[src/rtl/fus_pkg.sv]
package fus_pkg;

  typedef enum logic [2:0] {
    CYC_IDLE    = 3'd0,
    CYC_KEY2    = 3'd1,
    CYC_CMD     = 3'd2,
    CYC_ARG     = 3'd3,
    CYC_ER_KEY2 = 3'd4,
    CYC_ER_SEL  = 3'd5,
    CYC_ERASING = 3'd6,
    CYC_QUERY   = 3'd7
  } cyc_e;

  localparam logic [7:0] OP_NONE    = 8'h00;
  localparam logic [7:0] OP_ABORT   = 8'hF0;
  localparam logic [7:0] OP_KEY_A   = 8'hAA;
  localparam logic [7:0] OP_KEY_B   = 8'h55;
  localparam logic [7:0] OP_SKIPKEY = 8'h20;
  localparam logic [7:0] OP_ERASE   = 8'h80;
  localparam logic [7:0] OP_IDENT   = 8'h90;
  localparam logic [7:0] OP_PROG    = 8'hA0;
  localparam logic [7:0] OP_QUERY   = 8'h98;
  localparam logic [7:0] OP_CHIP    = 8'h10;
  localparam logic [7:0] OP_SECT    = 8'h30;

  typedef struct packed {
    logic prog;
    logic chip;
    logic sect;
    logic abort;
  } act_s;

endpackage

[src/rtl/fus_match.sv]
module fus_match #(
  parameter int ADDR_W = 20,
  parameter int DATA_W = 16,
  parameter int IDX_W  = 11,
  parameter logic [IDX_W-1:0] UNLOCK0   = 11'h555,
  parameter logic [IDX_W-1:0] UNLOCK1   = 11'h2AA,
  parameter logic [IDX_W-1:0] QUERY_IDX = 11'h055
) (
  input  logic [ADDR_W-1:0] addr,
  input  logic [DATA_W-1:0] data,
  output logic [7:0]        op,
  output logic              at_key0,
  output logic              key0_hit,
  output logic              key1_hit,
  output logic              query_hit,
  output logic              abort_hit
);
  import fus_pkg::*;

  logic [IDX_W-1:0] idx;

  assign idx       = addr[IDX_W-1:0];
  assign op        = data[7:0];
  assign at_key0   = (idx == UNLOCK0);
  assign key0_hit  = at_key0 && (op == OP_KEY_A);
  assign key1_hit  = (idx == UNLOCK1) && (op == OP_KEY_B);
  assign query_hit = (idx == QUERY_IDX) && (op == OP_QUERY);
  assign abort_hit = (op == OP_ABORT);

endmodule

[src/rtl/fus_fsm.sv]
module fus_fsm (
  input  logic             clk,
  input  logic             rst_n,
  input  logic             wr_en,
  input  logic             eng_done,
  input  logic [7:0]       op,
  input  logic             at_key0,
  input  logic             key0_hit,
  input  logic             key1_hit,
  input  logic             query_hit,
  input  logic             abort_hit,
  output fus_pkg::cyc_e    cyc,
  output logic [7:0]       mode,
  output logic             byp,
  output fus_pkg::act_s    act
);
  import fus_pkg::*;

  cyc_e       n_cyc;
  logic [7:0] n_mode;
  logic       n_byp;
  logic       go_idle;
  logic       go_cmd;

  always_comb begin
    n_cyc   = cyc;
    n_mode  = mode;
    n_byp   = byp;
    act     = '0;
    go_idle = 1'b0;
    go_cmd  = 1'b0;
    if (eng_done) begin
      n_mode = OP_NONE;
      n_cyc  = byp ? CYC_CMD : CYC_IDLE;
    end else if (wr_en) begin
      if (abort_hit && mode != OP_PROG) begin
        go_idle   = 1'b1;
        act.abort = 1'b1;
      end else begin
        case (cyc)
          CYC_IDLE: begin
            if (query_hit) begin
              n_cyc  = CYC_QUERY;
              n_mode = OP_QUERY;
            end else if (key0_hit) begin
              n_cyc = CYC_KEY2;
            end else begin
              go_idle = 1'b1;
            end
          end
          CYC_KEY2: begin
            if (key1_hit) n_cyc = CYC_CMD;
            else          go_idle = 1'b1;
          end
          CYC_CMD: begin
            if (!byp && !at_key0) begin
              go_idle = 1'b1;
            end else begin
              case (op)
                OP_SKIPKEY: begin
                  n_byp  = 1'b1;
                  go_cmd = 1'b1;
                end
                OP_ERASE, OP_IDENT, OP_PROG: begin
                  n_mode = op;
                  n_cyc  = CYC_ARG;
                end
                default: go_idle = 1'b1;
              endcase
            end
          end
          CYC_ARG: begin
            case (mode)
              OP_ERASE: begin
                if (key0_hit) n_cyc = CYC_ER_KEY2;
                else          go_idle = 1'b1;
              end
              OP_PROG: begin
                act.prog = 1'b1;
                if (byp) go_cmd = 1'b1;
                else     go_idle = 1'b1;
              end
              OP_IDENT: begin
                if (byp && op == OP_NONE) begin
                  go_idle = 1'b1;
                end else if (query_hit) begin
                  n_cyc  = CYC_QUERY;
                  n_mode = OP_QUERY;
                end else begin
                  go_idle = 1'b1;
                end
              end
              default: go_idle = 1'b1;
            endcase
          end
          CYC_ER_KEY2: begin
            if (mode == OP_ERASE && key1_hit) n_cyc = CYC_ER_SEL;
            else                              go_idle = 1'b1;
          end
          CYC_ER_SEL: begin
            if (op == OP_CHIP && at_key0) begin
              act.chip = 1'b1;
              n_mode   = OP_CHIP;
              n_cyc    = CYC_ERASING;
            end else if (op == OP_SECT) begin
              act.sect = 1'b1;
              n_mode   = OP_SECT;
              n_cyc    = CYC_ERASING;
            end else begin
              go_idle = 1'b1;
            end
          end
          CYC_ERASING: begin
            n_cyc = cyc;
          end
          default: go_idle = 1'b1;
        endcase
      end
      if (go_idle) begin
        n_cyc  = CYC_IDLE;
        n_mode = OP_NONE;
        n_byp  = 1'b0;
      end else if (go_cmd) begin
        n_cyc  = CYC_CMD;
        n_mode = OP_NONE;
      end
    end
  end

  always_ff @(posedge clk) begin
    if (!rst_n) begin
      cyc  <= CYC_IDLE;
      mode <= OP_NONE;
      byp  <= 1'b0;
    end else begin
      cyc  <= n_cyc;
      mode <= n_mode;
      byp  <= n_byp;
    end
  end

endmodule

[src/rtl/fus_req.sv]
module fus_req #(
  parameter int ADDR_W    = 20,
  parameter int DATA_W    = 16,
  parameter int SECT_BITS = 11
) (
  input  logic              clk,
  input  logic              rst_n,
  input  fus_pkg::act_s     act,
  input  logic [ADDR_W-1:0] addr,
  input  logic [DATA_W-1:0] data,
  input  logic [1:0]        size,
  output fus_pkg::act_s     req,
  output logic [ADDR_W-1:0] req_addr,
  output logic [DATA_W-1:0] req_data,
  output logic [1:0]        req_size
);
  import fus_pkg::*;

  localparam logic [ADDR_W-1:0] SECT_MASK = ~((ADDR_W'(1) << SECT_BITS) - ADDR_W'(1));

  always_ff @(posedge clk) begin
    if (!rst_n) begin
      req      <= '0;
      req_addr <= '0;
      req_data <= '0;
      req_size <= '0;
    end else begin
      req <= act;
      if (act.prog) begin
        req_addr <= addr;
        req_data <= data;
        req_size <= size;
      end else if (act.sect) begin
        req_addr <= addr & SECT_MASK;
      end
    end
  end

endmodule

[src/rtl/flash_unlock_seq.sv]
module flash_unlock_seq #(
  parameter int ADDR_W       = 20,
  parameter int DATA_W       = 16,
  parameter int IDX_W        = 11,
  parameter int SECTOR_WORDS = 2048,
  parameter logic [IDX_W-1:0] UNLOCK0   = 11'h555,
  parameter logic [IDX_W-1:0] UNLOCK1   = 11'h2AA,
  parameter logic [IDX_W-1:0] QUERY_IDX = 11'h055
) (
  input  logic              clk,
  input  logic              rst_n,
  input  logic              wr_en,
  input  logic [ADDR_W-1:0] wr_addr,
  input  logic [DATA_W-1:0] wr_data,
  input  logic [1:0]        wr_size,
  input  logic              eng_done,
  output logic [7:0]        mode_code,
  output logic [2:0]        seq_cycle,
  output logic              bypass_on,
  output logic              prog_req,
  output logic              chip_erase_req,
  output logic              sector_erase_req,
  output logic              reset_req,
  output logic [ADDR_W-1:0] req_addr,
  output logic [DATA_W-1:0] req_data,
  output logic [1:0]        req_size
);
  import fus_pkg::*;

  localparam int SECT_BITS = $clog2(SECTOR_WORDS);

  logic [7:0] op;
  logic       at_key0, key0_hit, key1_hit, query_hit, abort_hit;
  cyc_e       cyc;
  act_s       act;
  act_s       req;

  fus_match #(
    .ADDR_W(ADDR_W), .DATA_W(DATA_W), .IDX_W(IDX_W),
    .UNLOCK0(UNLOCK0), .UNLOCK1(UNLOCK1), .QUERY_IDX(QUERY_IDX)
  ) u_match (
    .addr(wr_addr), .data(wr_data), .op(op), .at_key0(at_key0),
    .key0_hit(key0_hit), .key1_hit(key1_hit), .query_hit(query_hit),
    .abort_hit(abort_hit)
  );

  fus_fsm u_fsm (
    .clk(clk), .rst_n(rst_n), .wr_en(wr_en), .eng_done(eng_done), .op(op),
    .at_key0(at_key0), .key0_hit(key0_hit), .key1_hit(key1_hit),
    .query_hit(query_hit), .abort_hit(abort_hit),
    .cyc(cyc), .mode(mode_code), .byp(bypass_on), .act(act)
  );

  fus_req #(.ADDR_W(ADDR_W), .DATA_W(DATA_W), .SECT_BITS(SECT_BITS)) u_req (
    .clk(clk), .rst_n(rst_n), .act(act), .addr(wr_addr), .data(wr_data),
    .size(wr_size), .req(req), .req_addr(req_addr), .req_data(req_data),
    .req_size(req_size)
  );

  assign seq_cycle        = cyc;
  assign prog_req         = req.prog;
  assign chip_erase_req   = req.chip;
  assign sector_erase_req = req.sect;
  assign reset_req        = req.abort;

endmodule

[config.mk]
export PLATFORM = sky130hd
export DESIGN_NAME = flash_unlock_seq
export DESIGN_NICKNAME = d
export VERILOG_FILES = /design/src/rtl/fus_pkg.sv /design/src/rtl/fus_match.sv /design/src/rtl/fus_fsm.sv /design/src/rtl/fus_req.sv /design/src/rtl/flash_unlock_seq.sv
export SDC_FILE = /design/constraint.sdc
export NUM_CORES = 1
export LEC_CHECK = 0
export BUFFER_PORTS_ARGS = -buffer_cell sky130_fd_sc_hd__buf_4
export CAP_MARGIN = 20
export CORE_MARGIN = 2
export CORE_UTILIZATION = 30
export DETAILED_ROUTE_END_ITERATION = 7
export PLACE_DENSITY_LB_ADDON = 0.08
export RECOVER_POWER = 100
export SYNTH_ARGS = -nofsm -noshare
export SYNTH_HDL_FRONTEND = slang
export SYNTH_SLANG_ARGS = --single-unit
[constraint.sdc]
create_clock -name clk -period 3.2 [get_ports clk]
set_clock_uncertainty 0.1 [all_clocks]
set_input_delay 0.64 -clock clk [delete_from_list [all_inputs] [get_ports clk]]
set_output_delay 0.64 -clock clk [all_outputs]
set_load 0.05 [all_outputs]
# Word level (Yosys, flattened, before mapping)
# Cells that the tools add are included.
[word_totals]
ff_bits = 54
input_bits = 42
output_inout_bits = 54
[classes]
n_eq_ne = 42
muxes = 71
n_bitwise = 4
reduce_logical = 26
[ops]
columns = ["op", "count"]
rows = [
  ["$mux W8", 10],
  ["$eq A8 B8 Y1 const B", 9],
  ["$mux W3", 17],
  ["$mux W20", 2],
  ["$mux W1", 32],
  ["$pmux W8 S4", 1],
  ["$pmux W3 S6", 1],
  ["$eq A8 B6 Y1 const B", 2],
  ["$reduce_and A13 Y1", 1],
  ["$ne A4 B4 Y1 const B", 3],
  ["$ne A6 B4 Y1 const B", 2],
  ["$ne A6 B6 Y1 const B", 2],
  ["$eq A11 B10 Y1 const B", 1],
  ["$eq A11 B11 Y1 const B", 1],
  ["$eq A11 B7 Y1 const B", 1],
  ["$ne A5 B2 Y1 const B", 2],
  ["$eq A3 B3 Y1 const B", 3],
  ["$reduce_bool A9 Y1", 1],
  ["$eq A8 B5 Y1 const B", 1],
  ["$eq A8 B7 Y1 const B", 1],
  ["$logic_and A1 B1 Y1", 8],
  ["$logic_not A8 Y1", 1],
  ["$mux W4", 2],
  ["$ne A4 B2 Y1 const B", 2],
  ["26 further kinds", 37],
]

# Logic depth before layout (Yosys ltp)
[logic_depth]
depth_word = 12
ltp_mapped = 9
depth_no_buf = 7

# By module
# From an unflattened synthesis, not the netlist that was laid out.
[hier_totals]
cells_unflattened = 339
hier_area_um2 = 2992.9
[by_module_without_submodules]
columns = ["mod", "instances", "cells_each", "area_each_um2"]
rows = [
  ["fus_req", 1, 157, 1579.0],
  ["fus_fsm", 1, 153, 1174.9],
  ["fus_match", 1, 29, 239.0],
]

# Worst setup path after synthesis
# OpenSTA, ideal clock, no wires.
[synth_path]
path_kind = "register -> register"
start = "register u_fsm.mode[7]"
end = "register u_fsm.cyc[2]"
setup_time_ns = 0.072
t_arrival_ns = 2.601
required_ns = 3.028
setup_slack_ns = 0.428
stages_incl_launch_ff = 10
path_buffers = 2
period_less_slack_ns = 2.772
cell_sequence = "dfxtp_1 -> or4b_1 -> buf_6 -> o31ai_1 -> a31oi_1 -> or4_4 -> nor2_4 -> buf_6 -> a31o_4 -> mux2i_1"
[synth_between]
elab_chain_cells = 10
word_cells_on_any_way = 37
cone_classes = "15 x eq/ne; 18 x mux; 4 x reduce/logical"
[synth_rtl]
columns = ["element", "line_no", "source"]
rows = [
  ["from (decl)", "fus_fsm.sv:13", "output logic [7:0] mode,"],
  ["from (signal assigned)", "fus_fsm.sv:137", "mode <= n_mode;"],
  ["branches (longest 10 deep; another with $reduce_and A13 Y1)", "n/a", ""],
  ["to (signal assigned)", "fus_fsm.sv:136", "cyc <= n_cyc;"],
  ["to (decl)", "fus_fsm.sv:12", "output fus_pkg::cyc_e cyc,"],
]
# Parallel ways; which one is timed is not known. The select of a mux whose other input is x is not followed.
# A chain may end at the register's enable or synchronous reset.

# Worst setup path after layout
[layout_path]
start = "register u_fsm.mode[0]"
end = "register u_fsm.mode[3]"
[layout_between]
elab_chain_cells = 9
word_cells_on_any_way = 27
cone_classes = "10 x eq/ne; 13 x mux; 4 x reduce/logical"
[layout_rtl]
columns = ["element", "line_no", "source"]
rows = [
  ["$eq A8 B8 Y1", "fus_fsm.sv:73, fus_fsm.sv:97", ""],
  ["$logic_and A1 B1 Y1", "fus_fsm.sv:97", "if (mode == OP_ERASE && key1_hit) n_cyc = CYC_ER_SEL;"],
  ["$mux W1", "fus_fsm.sv:97", ""],
  ["$pmux W1 S7", "fus_fsm.sv:40", "case (cyc)"],
  ["$mux W1", "fus_fsm.sv:36", "if (abort_hit && mode != OP_PROG) begin"],
  ["$mux W1", "fus_fsm.sv:35", "end else if (wr_en) begin"],
  ["$mux W1", "fus_fsm.sv:32", "if (eng_done) begin"],
  ["$ne A5 B1 Y1 (no source line) (tied with other cells)", "n/a", ""],
  ["$reduce_and A8 Y1 (no source line)", "n/a", ""],
]
# Parallel ways exist; a longest one is shown, timed or not. The select of a mux whose other input is x is not followed.

==> flow_metrics.tcl <==
set metrics [dict create \
    finalMaxSlewViolations 0 \
    grt.overflow.total 0 \
    post_synth.cell_area_avg_um2 8.344 \
    outcome "complete, no violations" \
    yosys_most_used_dff "dfxtp_1" \
    synth_seq_area_share 0.4011 \
    seq_power_share 0.512 \
    critPathBufInv 0 \
    globalRouteTotalUtil 0.1711 \
    async_flop_share 0 \
    initial_core_util 0.3090 \
    die_h_um 98.78 \
    path_depth 7 \
    worst_slew_margin_rel 0.4520 \
    post_cts_resized 0 \
    min_period_ns 2.869 \
    critical_path.max_stage_delay_ns 0.75 \
    htree_num_levels 2 \
    wl_per_cell_um 15.97 \
    final_net_count 463 \
    cell_row_count 34 \
    dpl.hpwl_um 6271 \
    maxCapViolations 0 \
    postRouteWirelength_um 8432 \
    routabilityCongestion 0.8837 \
    grt_start_max_net_pins 22 \
    cts-root-buf "clkbuf_8" \
    drt_first_pass_iters 5 \
    critPathRequiredTime_ns 3.32 \
    diodes 0 \
    final_layout_setup_total_negative_slack_ns 0 \
    drc_viols 0 \
    ctsHoldBuffers 0 \
    antenna_violating_nets_left 0 \
    clock_tree.buffer_depth 2 \
    initial_antenna_violation_count 0 \
    edff_count_synth 0 \
    numPlacedInstances 520 \
    power.net_switching_uw 325.3 \
    yosys_register_bits 54 \
    hold-worst-slack_ns 0.3523 \
    synth_cell_type_count 62 \
    area_delta_synth_final_pct 27.81 \
    period_share 0.8965 \
    numCtsBuffers 5 \
    top_level_ports 96 \
    io_buffer_count 95 \
    crit_fanout 9 \
    critPathLaunchType "flop" \
    grt_pass1_vias 2633 \
    setup_repair_after_global_routing_missed_its_margin "no" \
    area_enclosed_by_the_die_boundary_mm2 0.009757 \
    syn-instance-count 323 \
    worst_skew_pair.late_latency_ns 0.31 \
    layout_cells_sized_above_1 0.1714 \
    cell_family_with_most_cp_delay "simple AND/OR/NAND/NOR gates" \
    avgViaCountPerCell 5.184 \
    ys.warnings.count 0 \
    crit_slowest_cell "or4b_1" \
    layout.cells.non_filler 528 \
    detailed_route_iter0_violations 204 \
    tightest_slew_ns 0.8190 \
    p_leak_uw 0.001242 \
    grt_pass1_wl_um 13640 \
    cts_tree "yes" \
    endpoint_kind "flop" \
    timing.final.setup_violations 0 \
    fmaxAchievable_mhz 348.6 \
    post_cts.repair.setup_buffers 0 \
    cts.reportedPaths.clkPinSlew_ns 0.10 \
    rr_worst_depth 7 \
    hold-path-cell-count 2 \
    p_per_area_mw_per_mm2 382.0 \
    synth_nets 367 \
    logic_gate_share_of_total_power 0.103 \
    power_switching_share 0.2472 \
    critical_path.cell_chain "or4b_1 > nor4_4 > a31oi_1 > or4_4 > nor2_4 > a21boi_2 > o32ai_1" \
    worst-endpoint-arrival_ns 2.99 \
    dr_vias 2737 \
    clock_sink_count 54 \
    worst_case_vdd_ir_drop_uv 154.6 \
    fp.dieW_um 98.78 \
    critical_path_class "flop to flop" \
    number_of_hold_violations_in_the_final_report 0 \
    synthesized_cell_area_mm2 0.002695 \
    intPower_uw 990.4 \
    pwr-share-clk 0.385 \
    min-delay-path-class "flop to flop" \
    core-area_mm2 0.008721 \
]
==> registers in the layout, indices dropped and copies added, names as in the netlist <==
signal          cells
u_req.req_data     16
u_fsm.mode          8
u_fsm.cyc           3
u_fsm.byp           1
u_req.req_addr     20
u_req.req_size      2
u_req.req           4
==> worst reg2reg max path: stages, from the launching register on <==
cell	delay [ns]
dfxtp_1	0.34
or4b_1	0.75
nor4_4	0.31
a31oi_1	0.14
or4_4	0.52
nor2_4	0.22
a21boi_2	0.14
o32ai_1	0.27
==> cells in the final DEF (no fill, tap or decap), types with 6 or more instances in the layout <==
cell type / count
a21oi_1: 26
a22o_1: 11
buf_4: 49
clkbuf_1: 58
clkbuf_8: 6
dfxtp_1: 54
inv_1: 11
mux2i_1: 12
nand2_1: 59
nor2_1: 31
nor3_1: 7
nor4_1: 8
==> cell usage after synthesis, types with 4 or more instances <==
library cell	n	share of area
o21ai_0	5	0.0093
nor4_1	8	0.019
mux2i_1	12	0.045
a21oi_1	26	0.048
nor3_1	7	0.013
inv_1	11	0.015
a31oi_1	4	0.0093
a22o_1	11	0.036
nor2_1	31	0.043
nand3_1	5	0.0093
clkbuf_1	15	0.021
nand2_1	59	0.082
nand4_1	5	0.012
dfxtp_1	54	0.40
==> final timing paths <==
path	startpoint	to	slack [ns]
max	u_fsm.mode[0]$_SDFFE_PP0P_	u_fsm.mode[3]$_SDFFE_PP0P_	0.33
min	u_fsm.mode[1]$_SDFFE_PP0P_	u_fsm.mode[1]$_SDFFE_PP0P_	0.35
max reg2reg	u_fsm.mode[0]$_SDFFE_PP0P_	u_fsm.mode[3]$_SDFFE_PP0P_	0.33
min reg2reg	u_fsm.mode[1]$_SDFFE_PP0P_	u_fsm.mode[1]$_SDFFE_PP0P_	0.35
==> per-layer routing <==
metal | GRT usage | vias to the layer above | share of wire
met1 | 0.2376 | 1245 | 0.46
met5 | 0 | - | 0
met4 | 0.04426 | 0 | 0.0097
met3 | 0.04326 | 10 | 0.076
li1 | - | 1360 | -
met2 | 0.2656 | 122 | 0.46
==> power by group through the flow <==
stage	registers, uW	logic, uW	clock network [uW]
after floorplan	693	61.5	0
after global placement	689	138	0
after detailed placement	689	138	0
after CTS	674	138	522
after global routing	674	147	545
final	674	135	507
==> logic make-up (layout without fill, tap and decap cells) <==
logic type / after synthesis / count (layout) / share of synthesized area
AND/OR/NAND/NOR: 153 / 153 / 0.3032
AO/OA/AOI/OAI: 73 / 73 / 0.1955
flip-flops: 54 / 54 / 0.4011
buffers and inverters: 29 / 126 / 0.04642
multiplexers: 12 / 12 / 0.04457
adder cells (fa/ha/maj): 2 / 2 / 0.009284
==> final cells by class <==
cell class,count,area [um2]
Sequential cell,54,1081
Timing Repair Buffer,107,585.6
Inverter,11,41.29
Multi-Input combinational cell,240,1480
Tap cell,108,135.1
Clock buffer,6,82.58
Clock inverter,2,38.79
Fill cell,950,5276
==> through the flow <==
step                        util  setup WS (ns)  cell area, um2  power, uW
final                     0.3950         0.3314            3445       1316
after global routing      0.3950        0.07252            3445       1366
after CTS                 0.4209         0.3313            3671       1334
after detailed placement  0.4070        0.07557            3550      826.6
after global placement    0.4070         0.1207            3550      826.8
after floorplan                -         0.4276            2695      754.2
Note: power is estimated with default switching activity, not from simulation.
